===== config.mk =====
export PLATFORM = sky130hd
export DESIGN_NAME = flash_poll_engine
export DESIGN_NICKNAME = d
export VERILOG_FILES = /design/src/rtl/flash_poll_pkg.sv /design/src/rtl/poll_reader.sv /design/src/rtl/poll_judge.sv /design/src/rtl/poll_budget.sv /design/src/rtl/flash_poll_engine.sv
export SDC_FILE = /design/constraint.sdc
export NUM_CORES = 1
export LEC_CHECK = 0
export ABC_AREA = 1
export BUFFER_PORTS_ARGS = -buffer_cell sky130_fd_sc_hd__buf_4
export CAP_MARGIN = 0
export CORE_MARGIN = 2
export CORE_UTILIZATION = 50
export CTS_BUF_LIST = sky130_fd_sc_hd__clkbuf_2 sky130_fd_sc_hd__clkbuf_4 sky130_fd_sc_hd__clkbuf_8
export CTS_CLUSTER_DIAMETER = 60
export DETAILED_ROUTE_END_ITERATION = 10
export GPL_TIMING_DRIVEN = 0
export PLACE_DENSITY = 0.8
export RECOVER_POWER = 100
export SYNTH_ARGS = -nofsm -noshare
export SYNTH_HDL_FRONTEND = slang
export SYNTH_SLANG_ARGS = --single-unit

===== constraint.sdc =====
create_clock -name clk -period 4.92 [get_ports clk]
set_input_delay 0.492 -clock clk [delete_from_list [all_inputs] [get_ports clk]]
set_output_delay 0.492 -clock clk [all_outputs]
set_load 0.03 [all_outputs]

===== src/rtl/flash_poll_pkg.sv =====
package flash_poll_pkg;
  localparam int DQ_W    = 8;
  localparam int BIT_CMP = 7;
  localparam int BIT_TOG = 6;
  localparam int BIT_ERR = 5;

  typedef enum logic [2:0] {
    PH_DP_MAIN,
    PH_DP_CONF,
    PH_TG_FIRST,
    PH_TG_MAIN,
    PH_TG_CONF_A,
    PH_TG_CONF_B
  } phase_e;

  typedef enum logic [1:0] {
    ACT_READ,
    ACT_PASS,
    ACT_FAIL
  } act_e;

  typedef enum logic [1:0] {
    ST_IDLE,
    ST_LAUNCH,
    ST_WAIT
  } eng_st_e;

  typedef enum logic [1:0] {
    RD_IDLE,
    RD_REQ,
    RD_RSP
  } rd_st_e;
endpackage


===== src/rtl/poll_reader.sv =====
module poll_reader
  import flash_poll_pkg::*;
#(
  parameter int ADDR_W = 19
) (
  input  logic              clk,
  input  logic              rst_n,
  input  logic              go,
  input  logic [ADDR_W-1:0] addr,
  output logic              rd_valid,
  input  logic              rd_ready,
  output logic [ADDR_W-1:0] rd_addr,
  input  logic              rsp_valid,
  output logic              rsp_ready,
  input  logic [DQ_W-1:0]   rsp_data,
  output logic              got,
  output logic [DQ_W-1:0]   got_data
);
  rd_st_e            st;
  logic [ADDR_W-1:0] addr_q;

  always_ff @(posedge clk or negedge rst_n) begin
    if (!rst_n) begin
      st     <= RD_IDLE;
      addr_q <= '0;
    end else begin
      unique case (st)
        RD_IDLE: if (go) begin
          addr_q <= addr;
          st     <= RD_REQ;
        end
        RD_REQ:  if (rd_ready) st <= RD_RSP;
        RD_RSP:  if (rsp_valid) st <= RD_IDLE;
        default: st <= RD_IDLE;
      endcase
    end
  end

  assign rd_valid  = (st == RD_REQ);
  assign rd_addr   = addr_q;
  assign rsp_ready = (st == RD_RSP);
  assign got       = rsp_ready && rsp_valid;
  assign got_data  = rsp_data;
endmodule


===== src/rtl/poll_judge.sv =====
module poll_judge
  import flash_poll_pkg::*;
(
  input  phase_e          phase,
  input  logic [DQ_W-1:0] data,
  input  logic            exp_bit,
  input  logic            prev_tog,
  output act_e            act,
  output phase_e          nxt
);
  logic cmp_ok, tog_same, err;

  assign cmp_ok   = (data[BIT_CMP] == exp_bit);
  assign tog_same = (data[BIT_TOG] == prev_tog);
  assign err      = data[BIT_ERR];

  always_comb begin
    act = ACT_READ;
    nxt = phase;
    unique case (phase)
      PH_DP_MAIN: begin
        if (cmp_ok)   act = ACT_PASS;
        else if (err) nxt = PH_DP_CONF;
      end
      PH_DP_CONF:   act = cmp_ok ? ACT_PASS : ACT_FAIL;
      PH_TG_FIRST:  nxt = PH_TG_MAIN;
      PH_TG_MAIN: begin
        if (tog_same) act = ACT_PASS;
        else if (err) nxt = PH_TG_CONF_A;
      end
      PH_TG_CONF_A: nxt = PH_TG_CONF_B;
      PH_TG_CONF_B: act = tog_same ? ACT_PASS : ACT_FAIL;
      default:      act = ACT_FAIL;
    endcase
  end
endmodule


===== src/rtl/poll_budget.sv =====
module poll_budget #(
  parameter int CNT_W = 16
) (
  input  logic             clk,
  input  logic             rst_n,
  input  logic             clear,
  input  logic [CNT_W-1:0] limit,
  input  logic             inc,
  output logic             exhausted
);
  logic [CNT_W-1:0] cnt, lim_q;

  always_ff @(posedge clk or negedge rst_n) begin
    if (!rst_n) begin
      cnt   <= '0;
      lim_q <= '0;
    end else if (clear) begin
      cnt   <= '0;
      lim_q <= limit;
    end else if (inc && !exhausted) begin
      cnt <= cnt + 1'b1;
    end
  end

  assign exhausted = (cnt >= lim_q);
endmodule


===== src/rtl/flash_poll_engine.sv =====
module flash_poll_engine
  import flash_poll_pkg::*;
#(
  parameter int ADDR_W = 19,
  parameter int CNT_W  = 16
) (
  input  logic              clk,
  input  logic              rst_n,
  input  logic              start,
  input  logic              mode_toggle,
  input  logic              op_erase,
  input  logic [7:0]        prog_data,
  input  logic [ADDR_W-1:0] check_addr,
  input  logic [CNT_W-1:0]  max_polls,
  output logic              rd_valid,
  input  logic              rd_ready,
  output logic [ADDR_W-1:0] rd_addr,
  input  logic              rsp_valid,
  output logic              rsp_ready,
  input  logic [7:0]        rsp_data,
  output logic              busy,
  output logic              done,
  output logic              pass,
  output logic              fail,
  output logic              timeout,
  output logic              reset_req
);
  eng_st_e           st;
  phase_e            phase, nxt;
  act_e              act;
  logic              exp_bit, prev_tog;
  logic [ADDR_W-1:0] addr_q;
  logic              go, got, exhausted, accept;
  logic [DQ_W-1:0]   got_data;

  assign accept = (st == ST_IDLE) && start;
  assign go     = (st == ST_LAUNCH) && !exhausted;
  assign busy   = (st != ST_IDLE);

  poll_reader #(.ADDR_W(ADDR_W)) u_reader (
    .clk(clk), .rst_n(rst_n), .go(go), .addr(addr_q),
    .rd_valid(rd_valid), .rd_ready(rd_ready), .rd_addr(rd_addr),
    .rsp_valid(rsp_valid), .rsp_ready(rsp_ready), .rsp_data(rsp_data),
    .got(got), .got_data(got_data)
  );

  poll_judge u_judge (
    .phase(phase), .data(got_data), .exp_bit(exp_bit), .prev_tog(prev_tog),
    .act(act), .nxt(nxt)
  );

  poll_budget #(.CNT_W(CNT_W)) u_budget (
    .clk(clk), .rst_n(rst_n), .clear(accept), .limit(max_polls),
    .inc(got), .exhausted(exhausted)
  );

  always_ff @(posedge clk or negedge rst_n) begin
    if (!rst_n) begin
      st        <= ST_IDLE;
      phase     <= PH_DP_MAIN;
      exp_bit   <= 1'b0;
      prev_tog  <= 1'b0;
      addr_q    <= '0;
      done      <= 1'b0;
      pass      <= 1'b0;
      fail      <= 1'b0;
      timeout   <= 1'b0;
      reset_req <= 1'b0;
    end else begin
      done      <= 1'b0;
      reset_req <= 1'b0;
      unique case (st)
        ST_IDLE: if (start) begin
          st      <= ST_LAUNCH;
          phase   <= mode_toggle ? PH_TG_FIRST : PH_DP_MAIN;
          exp_bit <= op_erase ? 1'b1 : prog_data[BIT_CMP];
          addr_q  <= check_addr;
          pass    <= 1'b0;
          fail    <= 1'b0;
          timeout <= 1'b0;
        end
        ST_LAUNCH: begin
          if (exhausted) begin
            st        <= ST_IDLE;
            done      <= 1'b1;
            fail      <= 1'b1;
            timeout   <= 1'b1;
            reset_req <= 1'b1;
          end else begin
            st <= ST_WAIT;
          end
        end
        ST_WAIT: if (got) begin
          prev_tog <= got_data[BIT_TOG];
          unique case (act)
            ACT_PASS: begin
              st   <= ST_IDLE;
              done <= 1'b1;
              pass <= 1'b1;
            end
            ACT_FAIL: begin
              st        <= ST_IDLE;
              done      <= 1'b1;
              fail      <= 1'b1;
              reset_req <= 1'b1;
            end
            default: begin
              phase <= nxt;
              st    <= ST_LAUNCH;
            end
          endcase
        end
        default: st <= ST_IDLE;
      endcase
    end
  end
endmodule


# [After elaboration in Yosys (flattened, before gate mapping)]
# Index checks and enable logic that the tools add are counted.
[op_classes] n_addsub=1 magnitude_cmp=1 n_eq_ne=27 muxes=43 n_reduce_logical=24
[op_table] operator="$mux W16" n=2
[op_table] operator="$mux W3" n=7
[op_table] operator="$mux W2" n=9
[op_table] operator="$add A16 B1 Y16 const B" n=1
[op_table] operator="$ge A16 B16 Y1" n=1
[op_table] operator="$mux W1" n=15
[op_table] operator="$ne A2 B2 Y1 const B" n=6
[op_table] operator="$ne A3 B3 Y1 const B" n=4
[op_table] operator="$pmux W2 S3" n=2
[op_table] operator="$pmux W3 S4" n=1
[op_table] operator="$pmux W2 S5" n=1
[op_table] operator="$reduce_and A9 Y1" n=1
[op_table] operator="$pmux W1 S2" n=4
[op_table] operator="$reduce_and A2 Y1" n=4
[op_table] operator="$reduce_bool A2 Y1" n=4
[op_table] operator="$eq A2 B1 Y1 const B" n=3
[op_table] operator="$eq A2 B2 Y1 const B" n=3
[op_table] operator="$eq A3 B2 Y1 const B" n=2
[op_table] operator="$eq A3 B3 Y1 const B" n=2
[op_table] operator="$ne A2 B1 Y1 const B" n=3
[op_table] operator="$pmux W3 S2" n=1
[op_table] operator="$reduce_and A3 Y1" n=2
[op_table] operator="$ne A5 B1 Y1 const B" n=1
[op_table] operator="$reduce_and A5 Y1" n=1
[op_table] operator="10 further kinds" n=16
[totals] register_bits=84 out_inout_bits=27 elab_cells=110

# [Longest topological paths before layout]
# Gate-level depths: netlist (run 1).
[depth] ltp_word=8 mapped_depth=15 ltp_nobuf=14

# [Hierarchy]
# A second synthesis (run 1) with hierarchy kept.
[hier_totals] cells_unflattened=571 area_unflattened_um2=4575.6
[modules_own_cells] mod="poll_budget" instances=1 cells_per_inst=261 area_each_um2=2021.9 seq_area_each_um2=800.8
[modules_own_cells] mod="flash_poll_engine" instances=1 cells_per_inst=166 area_each_um2=1423.9 seq_area_each_um2=775.7
[modules_own_cells] mod="poll_reader" instances=1 cells_per_inst=104 area_each_um2=947.2 seq_area_each_um2=525.5
[modules_own_cells] mod="poll_judge" instances=1 cells_per_inst=40 area_each_um2=182.7 seq_area_each_um2=0.0

# [Worst setup path after synthesis (run 1)]
# No wires, ideal clock.
[synth_path] kind="reg-to-reg" startpoint="register phase[2]" endpoint="register phase[1]" setup_ps=117 arrival_time_ps=1693 t_required_ps=4803 path_slack_ps=3110 path_stages_with_launch=12 synth_period_minus_slack_ps=1810 path_cell_list="dfrtp_1 -> buf_2 -> nor2_1 -> nand2_1 -> nor2_1 -> nor3_1 -> ha_1 -> inv_1 -> nor3_2 -> nand2_2 -> nand3_1 -> nand2_1"
[synth_via] elab_chain_cells=7
[synth_rtl] item="start, declared" line_no="flash_poll_engine.sv:29" text="phase_e phase, nxt;"
[synth_rtl] item="start signal, assigned" line_no="flash_poll_engine.sv:75" text="phase <= mode_toggle ? PH_TG_FIRST : PH_DP_MAIN;"
[synth_rtl] item="start signal, assigned" line_no="flash_poll_engine.sv:108" text="phase <= nxt;"
[synth_rtl] item="$eq A3 B2 Y1 or $eq A3 B3 Y1 (tied branches)" line_no="poll_judge.sv:20" text="unique case (phase)"
[synth_rtl] item="$reduce_or A2 Y1 (no source line)"
[synth_rtl] item="$pmux W2 S5" line_no="poll_judge.sv:20"
[synth_rtl] item="$eq A2 B2 Y1 or $eq A2 B1 Y1 (tied branches)" line_no="flash_poll_engine.sv:95" text="unique case (act)"
[synth_rtl] item="$reduce_or A2 Y1 (no source line)"
[synth_rtl] item="$ne A2 B2 Y1 (no source line)"
[synth_rtl] item="$reduce_and A9 Y1 (no source line)"
# Several ways; a longest one is shown, not always the timed one. The select of a mux whose other input is x is not followed.
# A chain may end at the register's enable or synchronous reset.

# [Final worst setup path (run 1)]
[layout_path] startpoint="register u_budget.cnt[5]" endpoint="register u_budget.cnt[12]"
[layout_via] elab_chain_cells=4
[layout_rtl] item="start, declared" line_no="poll_budget.sv:11" text="logic [CNT_W-1:0] cnt, lim_q;"
[layout_rtl] item="start signal, assigned" line_no="poll_budget.sv:21" text="cnt <= cnt + 1'b1;"
[layout_rtl] item="$ge A16 B16 Y1" line_no="poll_budget.sv:25" text="assign exhausted = (cnt >= lim_q);"
[layout_rtl] item="$logic_not A1 Y1" line_no="poll_budget.sv:20" text="end else if (inc && !exhausted) begin"
[layout_rtl] item="$logic_and A1 B1 Y1" line_no="poll_budget.sv:20"
[layout_rtl] item="$reduce_bool A2 Y1 (no source line)"
# Several ways; a longest one is shown, not always the timed one. The select of a mux whose other input is x is not followed.

==> flow_results.org, run 1 <==
** Cells and area
- The post-route netlist has between 10% and 20% of its cells at a drive strength greater than 1.
- Registers take roughly 2100 sq um.
- FILL cells :: around 800
- 0 antenna diodes ended up in the layout.
- The multi-input combinational cells in the finished layout cover a total of approximately 2000 sq um.
- The library cell used most frequently in the layout, excluding fill and tap cells, is nand2_1.
- Area added between synthesis and finish :: 16.1%
- Most frequent cells in the layout :: nand2_1, dfrtp_1, inv_1, buf_4, nor2_1
- Net count, final :: 718
- Cell Count, Final, Fillers Out :: 750

** Power
- Power spread over the standard cell area amounts to approximately 540 nW/um^2.
- In this run the static leakage power is approximately 2.8 nW.
- Worst ir drop on vdd :: about 0.32 mV

** Flow run
- MaxCap Viol Count :: 1

** STA
- For this run, the top clock speed supported by timing is around 400 MHz.
- Across all setup checks in the final design, the least slack found is between 2 and 2.5 ns.
- Setup repair after global routing left no endpoint under its margin.
- Time the worst path needs with I/O delays and setup :: about 2.4 ns
- After routing, the total negative slack on setup checks comes to 0 ns.
- The tightest hold path in the finished design has a slack of about 0.31 ns.
- Clock skew on the completed layout was measured at ~0.018 ns.
- Final hold violation count :: 0
- Setup violations remaining at the end of the flow were counted as 0.
- Dividing the final minimum period by the clock period gives 49.4%.
- Relative max-transition margin :: -36.7%
- Final Max Slew Viols :: 85
- At the pin with the least slew margin, the transition time is just over 2 ns.

** Die
- The die is about 100 um tall.
- FP Rows :: 34
- Die footprint :: 9750 sq um
- The die is 98.7 um wide.
- During I/O placement, the number of pins put on the boundary was 85.
- Once the floorplan was initialized, standard cells occupied 51.5% of the core.
- Floorplan Core Area :: approximately 8700 sq um

** Worst setup path
- Kind of end point of the critical path :: flip-flop
- STA classifies the critical path startpoint as a flip-flop.
- Capture instance of the worst register-to-register path :: u_budget.cnt[12]
- Worst setup startpoint :: u_budget.cnt[5]
- Required time worst endpoint :: roughly 5.2 ns
- Of all nets on the critical path, the largest fanout is 10.
- Critical Setup Path Class :: flip-flop to flip-flop
- Setup slack on the worst reg-to-reg path comes out at between 2 and 2.5 ns.
- Measured in cells, the most critical reg-to-reg path has a length of 13.
- In this run the critical register-to-register path is launched from u_budget.cnt[5].
- STA puts the critical path data arrival time at roughly 2.7 ns.

** Routing
- After detailed routing, the number of vias per cell comes to 5.26.
- After detailed routing, the average wire length per cell comes to 13.3 um.
- The routed layout has 3,942 vias.
- In the routed design, unresolved DRC markers number 0.
- Once detail routing completed, the nets flagged for antenna violations numbered 0.
- The final layout contains routed wiring with a total length of about 10000 um.
- The first detailed-routing pass ran for 4 iterations.
- Number of DRC markers in iteration 0 :: ~170

** Yosys
- Synth cell types :: 34
- Synthesis produced a netlist whose cell count is approximately 550.
- Synthesized net count :: 635
- Register bit total from synthesis :: 84
- Yosys warnings :: 0
- Sequential fraction of the synthesis area :: approximately 47%
- The cell area that synthesis handed to floorplanning was approximately 4500 sq um.
- Post-synthesis average cell area :: about 8.1 sq um

** Clock network
- For this design, the CTS-stage hold fixing added 0 buffers.
- The tree built by TritonCTS fans out to 84 sinks.
- Once the clock tree was built, the resizer swapped 0 gates to a different size.
- TritonCTS built the clock tree.
- Buffers from clock root to sink, at most :: 2
- TritonCTS created 9 clock buffers.
- CTS built an H-tree with a depth of 3.
- Clk root buf :: clkbuf_8
- After clock tree synthesis, the clock-pin slew on the worst setup and hold paths is around 0.10 ns.
- Worst-skew pair later-pin latency :: ~0.36 ns
- Post-CTS timing repair inserted 0 buffers for setup.

** Min path
- Along the worst hold path, the cell count comes to 3.
- Hold path endpoint :: addr_q[8]
- Path class of the lowest-slack min-delay path :: input pin to flip-flop
- The worst hold path begins at check_addr[8].

** Global route
- Entering global routing, the biggest net connects 85 pins.
- The via count of the first global-routing pass came to ~4,000.
- The number of antenna violations at the first check in global routing was 0.
- Wire length of the first global-routing pass :: roughly 18,000 um
- Summed over all layers, the global routing overflow is 0.
- Global Route Usage Sum :: around 22%

** Placement
- The wire-length estimate of the detail-placed layout is between 7000 and 8000 um.
- Placed cell count :: about 730
- Number of buffers added on ports :: 72
- The congestion estimate from routability-driven global placement came to a little under 0.9.
- Worst setup slack before clock tree synthesis :: between 2 and 3 ns

** Run status
- Violated checks :: capacitance limit, slew limit
- Result of the run :: finished, violations left
## critical path, cell delays in order (launching register included)
cell and delay (ns):
dfrtp_1 0.46, ha_1 0.33, nand2_1 0.07, nand2_1 0.04, nand2_1 0.05, nand2_1 0.06, nor2_2 0.11, nand2_1 0.11
nand2_1 0.15, nand3_1 0.26, nand2_1 0.18, clkbuf_1 0.37, nand2_1 0.10, nand2_1 0.08
## metrics by stage
| step | power (W) | utilization (%) | cell area (sq um) |
|---|---|---|---|
| floorplan | 0.00201 | - | 4490 |
| global placement | 0.00237 | 59.2 | 5160 |
| detailed placement | 0.00242 | 59.2 | 5160 |
| CTS | 0.00292 | 61.6 | 5370 |
| global route | 0.00304 | 59.7 | 5210 |
| finish | 0.00280 | 59.7 | 5210 |
## cells by family (layout without fill, tap and decap cells)
kind of cell               Yosys count  after routing  synth area share, %
xor gates and xnor gates            15             15                 2.93
and+or+nand+nor                    321            321                 31.4
muxes                                1              1                0.251
buffers and inverters               71            159                 6.94
AOI/OAI and AO/OA                   39             39                 5.24
adders and majority gates           23             23                 6.41
DFF                                 84             84                 46.8
## area by class of cell
class,instances,share of cell area (%)
clock inverters,7,1.63
clock buffers,9,2.38
repair buffers,72,8.38
inverters,49,3.53
plain buffers,22,1.97
flip-flops and latches,84,40.4
multi-input cells,399,39.2
well taps,108,2.59
## worst max path at each step
stage / to / slack [ns] / cells past startpoint
floorplan: phase[1] / 3.11 / 11
global placement: fail / 2.86 / 10
detailed placement: phase[2] / 2.84 / 10
CTS: phase[2] / 2.87 / 11
global route: u_budget.cnt[10] / 2.17 / 13
finish: u_budget.cnt[12] / 2.49 / 13
## sequential cells by signal, indices dropped and copies added (netlist names)
register          cells
u_reader.st           2
u_budget.cnt         16
timeout               1
addr_q               19
phase                 3
fail                  1
pass                  1
u_reader.rd_addr     19
reset_req             1
prev_tog              1
st                    2
done                  1
exp_bit               1
u_budget.lim_q       16
## synthesized netlist by cell type
| cell | number | share of area (%) |
|---|---|---|
| nand2_2 | 6 | 0.84 |
| nor3_2 | 1 | 0.22 |
| mux2_2 | 1 | 0.25 |
| inv_2 | 4 | 0.33 |
| ha_1 | 23 | 6.4 |
| nand2_1 | 197 | 16 |
| buf_4 | 3 | 0.50 |
| nand4_1 | 29 | 4.0 |
| o21a_1 | 1 | 0.17 |
| clkbuf_1 | 7 | 0.59 |
| o21ai_0 | 17 | 1.9 |
| or2_2 | 1 | 0.14 |
| a211oi_1 | 1 | 0.17 |
| a21oi_1 | 10 | 1.1 |
| buf_6 | 3 | 0.75 |
| nor2_1 | 40 | 3.3 |
| dfrtp_1 | 84 | 47 |
| nand3_1 | 32 | 3.6 |
| nand3_2 | 3 | 0.67 |
| xor2_1 | 15 | 2.9 |
| or2_1 | 1 | 0.14 |
| nand2_4 | 1 | 0.25 |
| o31ai_1 | 3 | 0.50 |
| inv_1 | 45 | 3.8 |
| o21ai_2 | 1 | 0.20 |
| o21bai_1 | 1 | 0.17 |
| nand3_4 | 1 | 0.39 |
| nor3_4 | 1 | 0.36 |
| nor3_1 | 6 | 0.67 |
| a21oi_4 | 1 | 0.36 |
| a21oi_2 | 2 | 0.39 |
| buf_2 | 9 | 1.0 |
| o22ai_1 | 2 | 0.28 |
| nor2_2 | 2 | 0.28 |
## power by group
group	total, W	switching, W	internal (W)
logic	0.00123	0.000853	0.000372
clock network	0.000490	0.000289	0.000201
registers	0.00108	0.000142	0.000939
## routing by layer
layer	vias to the layer above	global-route usage [%]	wire (um)
met5	-	0	0
met4	0	7.90	156
met3	17	4.18	570
met2	134	36.8	4760
met1	1852	29.8	4510
li1	1939	-	-
Note: power is estimated with default switching activity, not from simulation.
==> run 2: changes to the inputs <==
PLACE_DENSITY = 0.83   (was 0.8)
clock period = 2.2 ns   (was 4.92 ns; I/O delays follow)
==> run 2 against run 1 <==
Net effect:
- the flow finishes with violations (hold timing)
- setup slack worse by 2.3 ns
- worst hold slack worse by 0.31 ns
- clock power up 120%
- combinational power up 130%
- sequential cell count unchanged
- design area up 0.41%
- maximum frequency up 20%
- clock-buffer cell count up 1
- utilization up 0.24 points
- final cell count unchanged
- register-to-register slack worse by 2.3 ns
- routed wire length up 2.2%
- critical path type unchanged
- largest cell class unchanged
- largest power group unchanged
==> flow_results.org, run 2 (same netlist as run 1, synthesis figures left out) <==
** Clock network
- The count of H-tree levels built during CTS was 3 (unchanged).
- TritonCTS Buffers :: 9 (unchanged)
- TritonCTS Sinks :: 84 (unchanged)
- Clock tree from TritonCTS :: done
- Buffers from clock root to sink, at most :: 2 (unchanged)
- Clk root buf :: clkbuf_8
- Worst-skew pair later-pin latency :: 0.37 ns (about the same)
- Worst-path clk slew :: 0.09 ns (about the same)
- Total setup buffers inserted after CTS :: 0 (unchanged)

** STA
- Final Max Slew Viols :: 0 (-100%)
- The share of the clock period used by the worst path was 91.8% (+42 points).
- The final period demand of the worst path came to 2.02 ns (-0.411 ns).
- The setup slack after layout was 0.180 ns (-2.31 ns).
- The worst-case headroom to the max-slew limit came to 29.2% (+66 points).
- The timing-limited maximum frequency came to 495 MHz (+20%).
- The final setup violation count is 0 (unchanged).
- The final hold slack came to -0.000693 ns (-0.314 ns).
- Final hold violation count :: 1 (+1)
- Transition time at the pin with the least slew margin :: 1.06 ns (-0.988 ns)
- Sum of negative setup slack :: 0 ns (unchanged)
- The final clock skew was 0.0104 ns (-0.00782 ns).
- RSZ-0062 raised after global routing :: false

** Worst setup path
- STA classifies the critical path endpoint as a flip-flop.
- The peak fanout along the critical path came to 10 (unchanged).
- The data arrival time at the worst-slack endpoint was 2.32 ns (-0.41 ns).
- Worst-case reg-to-reg path depth :: 11 (-2)
- The required time of the critical path was 2.50 ns (-2.72 ns).
- Tracing the worst setup path back leads to its startpoint at u_budget.cnt[5].
- The critical path is of the flip-flop to flip-flop type.
- STA classifies the critical path startpoint as a flip-flop.
- The startpoint identified for the worst register-to-register timing path is u_budget.cnt[5].

** Global route
- The residual overflow from global routing came to 0 (unchanged).
- Largest net degree at the start of global routing :: 85 (unchanged)
- The number of antenna violations at the first check in global routing came to 0 (unchanged).
- Global Route Usage Sum :: 22.3% (-0.025 points)
- The global-route wire length before repair came to 17,700 um (-1.0%).
- The via count of the first global-routing pass came to 3,890 (-3.6%).

** Placement
- The count of buffers inserted at the top-level ports is 72 (unchanged).
- Worst setup slack before clock tree synthesis :: 0.202 ns (-2.64 ns)
- The total instance count after detailed placement is 734 (unchanged).
- The area of placed instances came to 5160 sq um (unchanged).
- The placed wire-length estimate was 7490 um (+1.8%).
- The final weighted congestion in routability-driven placement was 0.917 (+5.2%).

** Power
- The power density of the placed cells was 1200 nW/um^2 (+120%).
- Worst ir drop on vdd :: 0.744 mV (+140%)
- Static leakage :: 2.80 nW (+0.95%)

** Run status
- Result of the run :: finished, violations left
- Violated checks :: hold timing

** Die
- Top-Level Pins :: 85 (unchanged)
- Die footprint :: 9750 sq um (unchanged)
- Initial core utilization :: 51.5% (unchanged)
- Die Y-Extent :: 98.7 um (unchanged)
- The core footprint is 8720 sq um (unchanged).
- Die span in x :: 98.7 um (unchanged)
- The number of placement rows is 34 (unchanged).

** Cells and area
- Diodes inserted :: 0 (unchanged)
- The number of filler cells placed in the layout was 762 (-4.3%).
- Final instance area :: 5230 sq um (+0.41%)
- Area added between synthesis and finish :: 16.5%
- Net count, final :: 718 (unchanged)
- The library cell used most frequently in the layout, excluding fill and tap cells, is nand2_1.
- The fraction of layout cells with a size suffix above 1 was 15.3% (+1.7 points).
- Cell Count, Final, Fillers Out :: 750 (unchanged)
- The top cell types in the final layout, fill and taps aside, are nand2_1, dfrtp_1, inv_1, buf_4, nor2_1.

** Routing
- Number of DRC markers in iteration 0 :: 217 (+27%)
- The post-detailed-route DRC marker count was 0 (unchanged).
- Vias per inst :: 5.32 (+1.2%)
- Routed WL :: 10,200 um (+2.2%)
- Number of detailed-route iterations in the first pass :: 4 (unchanged)
- The total via count after detailed routing is 3,991 (+1.2%).
- DRT antenna net count :: 0 (unchanged)
- The mean routed wirelength per cell came to 13.6 um (+2.2%).

** Min path
- Path class of the lowest-slack min-delay path :: input pin to asynchronous set/reset pin

** Flow run
- MaxCap Viol Count :: 0 (-1)
[run 2: changes by cell type in the layout (fill, tap and decap cells not counted), sizes merged]
cell,delta
clkinv,-2
clkbuf,-2
buf,+3
inv,+2
clkinvlp,-1
[run 2: path summary, 6_finish.rpt]
path	endpoint	slack, ns
max in group asynchronous	phase[1]	1.46
worst min-delay path	u_budget.lim_q[9]	-0.0007
worst min register to register	timeout	0.48
worst max-delay path	u_reader.rd_addr[11]	0.18
worst max register to register	u_reader.rd_addr[11]	0.18
min in group clk	u_reader.st[0]	0.03
[run 2: what timing repair did]
action                     4_1_cts  5_1_grt
hold buffers                     0        0
gates resized for setup          0        2
setup endpoints to repair        0        4
[run 2: worst max-delay path: stages (launching register included)]
cell     delay [ns]
dfrtp_1        0.47
ha_1           0.33
nand2_1        0.07
nand2_1        0.05
nand2_1        0.05
nand2_1        0.08
nor2_2         0.14
nand2_2        0.09
a21oi_2        0.28
buf_4          0.23
nand4_1        0.10
nand2_1        0.08
[run 2: cell type report]
class	count	area [sq um]	share of cell area, %
multi-input cells	399	2070	39.5
clock inverters	6	45.0	0.861
repair buffers	72	439	8.40
clock buffers	10	138	2.63
flip-flops and latches	84	2100	40.2
inverters	49	184	3.52
well taps	108	135	2.58
plain buffers	22	120	2.30
[run 2: through the flow]
stage                     total power [W]  util, %
after floorplan                   0.00449        -
after global placement            0.00529     59.2
after detailed placement          0.00543     59.2
after CTS                         0.00650     61.3
after global routing              0.00677     60.0
final                             0.00628     60.0
[run 2: power by group]
group	switching, W	internal, W	total [W]
sequential	0.000321	0.00210	0.00242
clock	0.000607	0.000452	0.00106
combinational	0.00193	0.000873	0.00280
total	0.00286	0.00343	0.00628
[run 2: layer usage]
metal,routed length (um),vias up,GRT usage (%),share of wire (%)
met3,445,22,3.55,4.4
li1,-,1943,-,-
met5,0,-,0,0
met1,4480,1913,29.6,44
met2,5030,113,36.8,49
met4,259,0,9.17,2.5
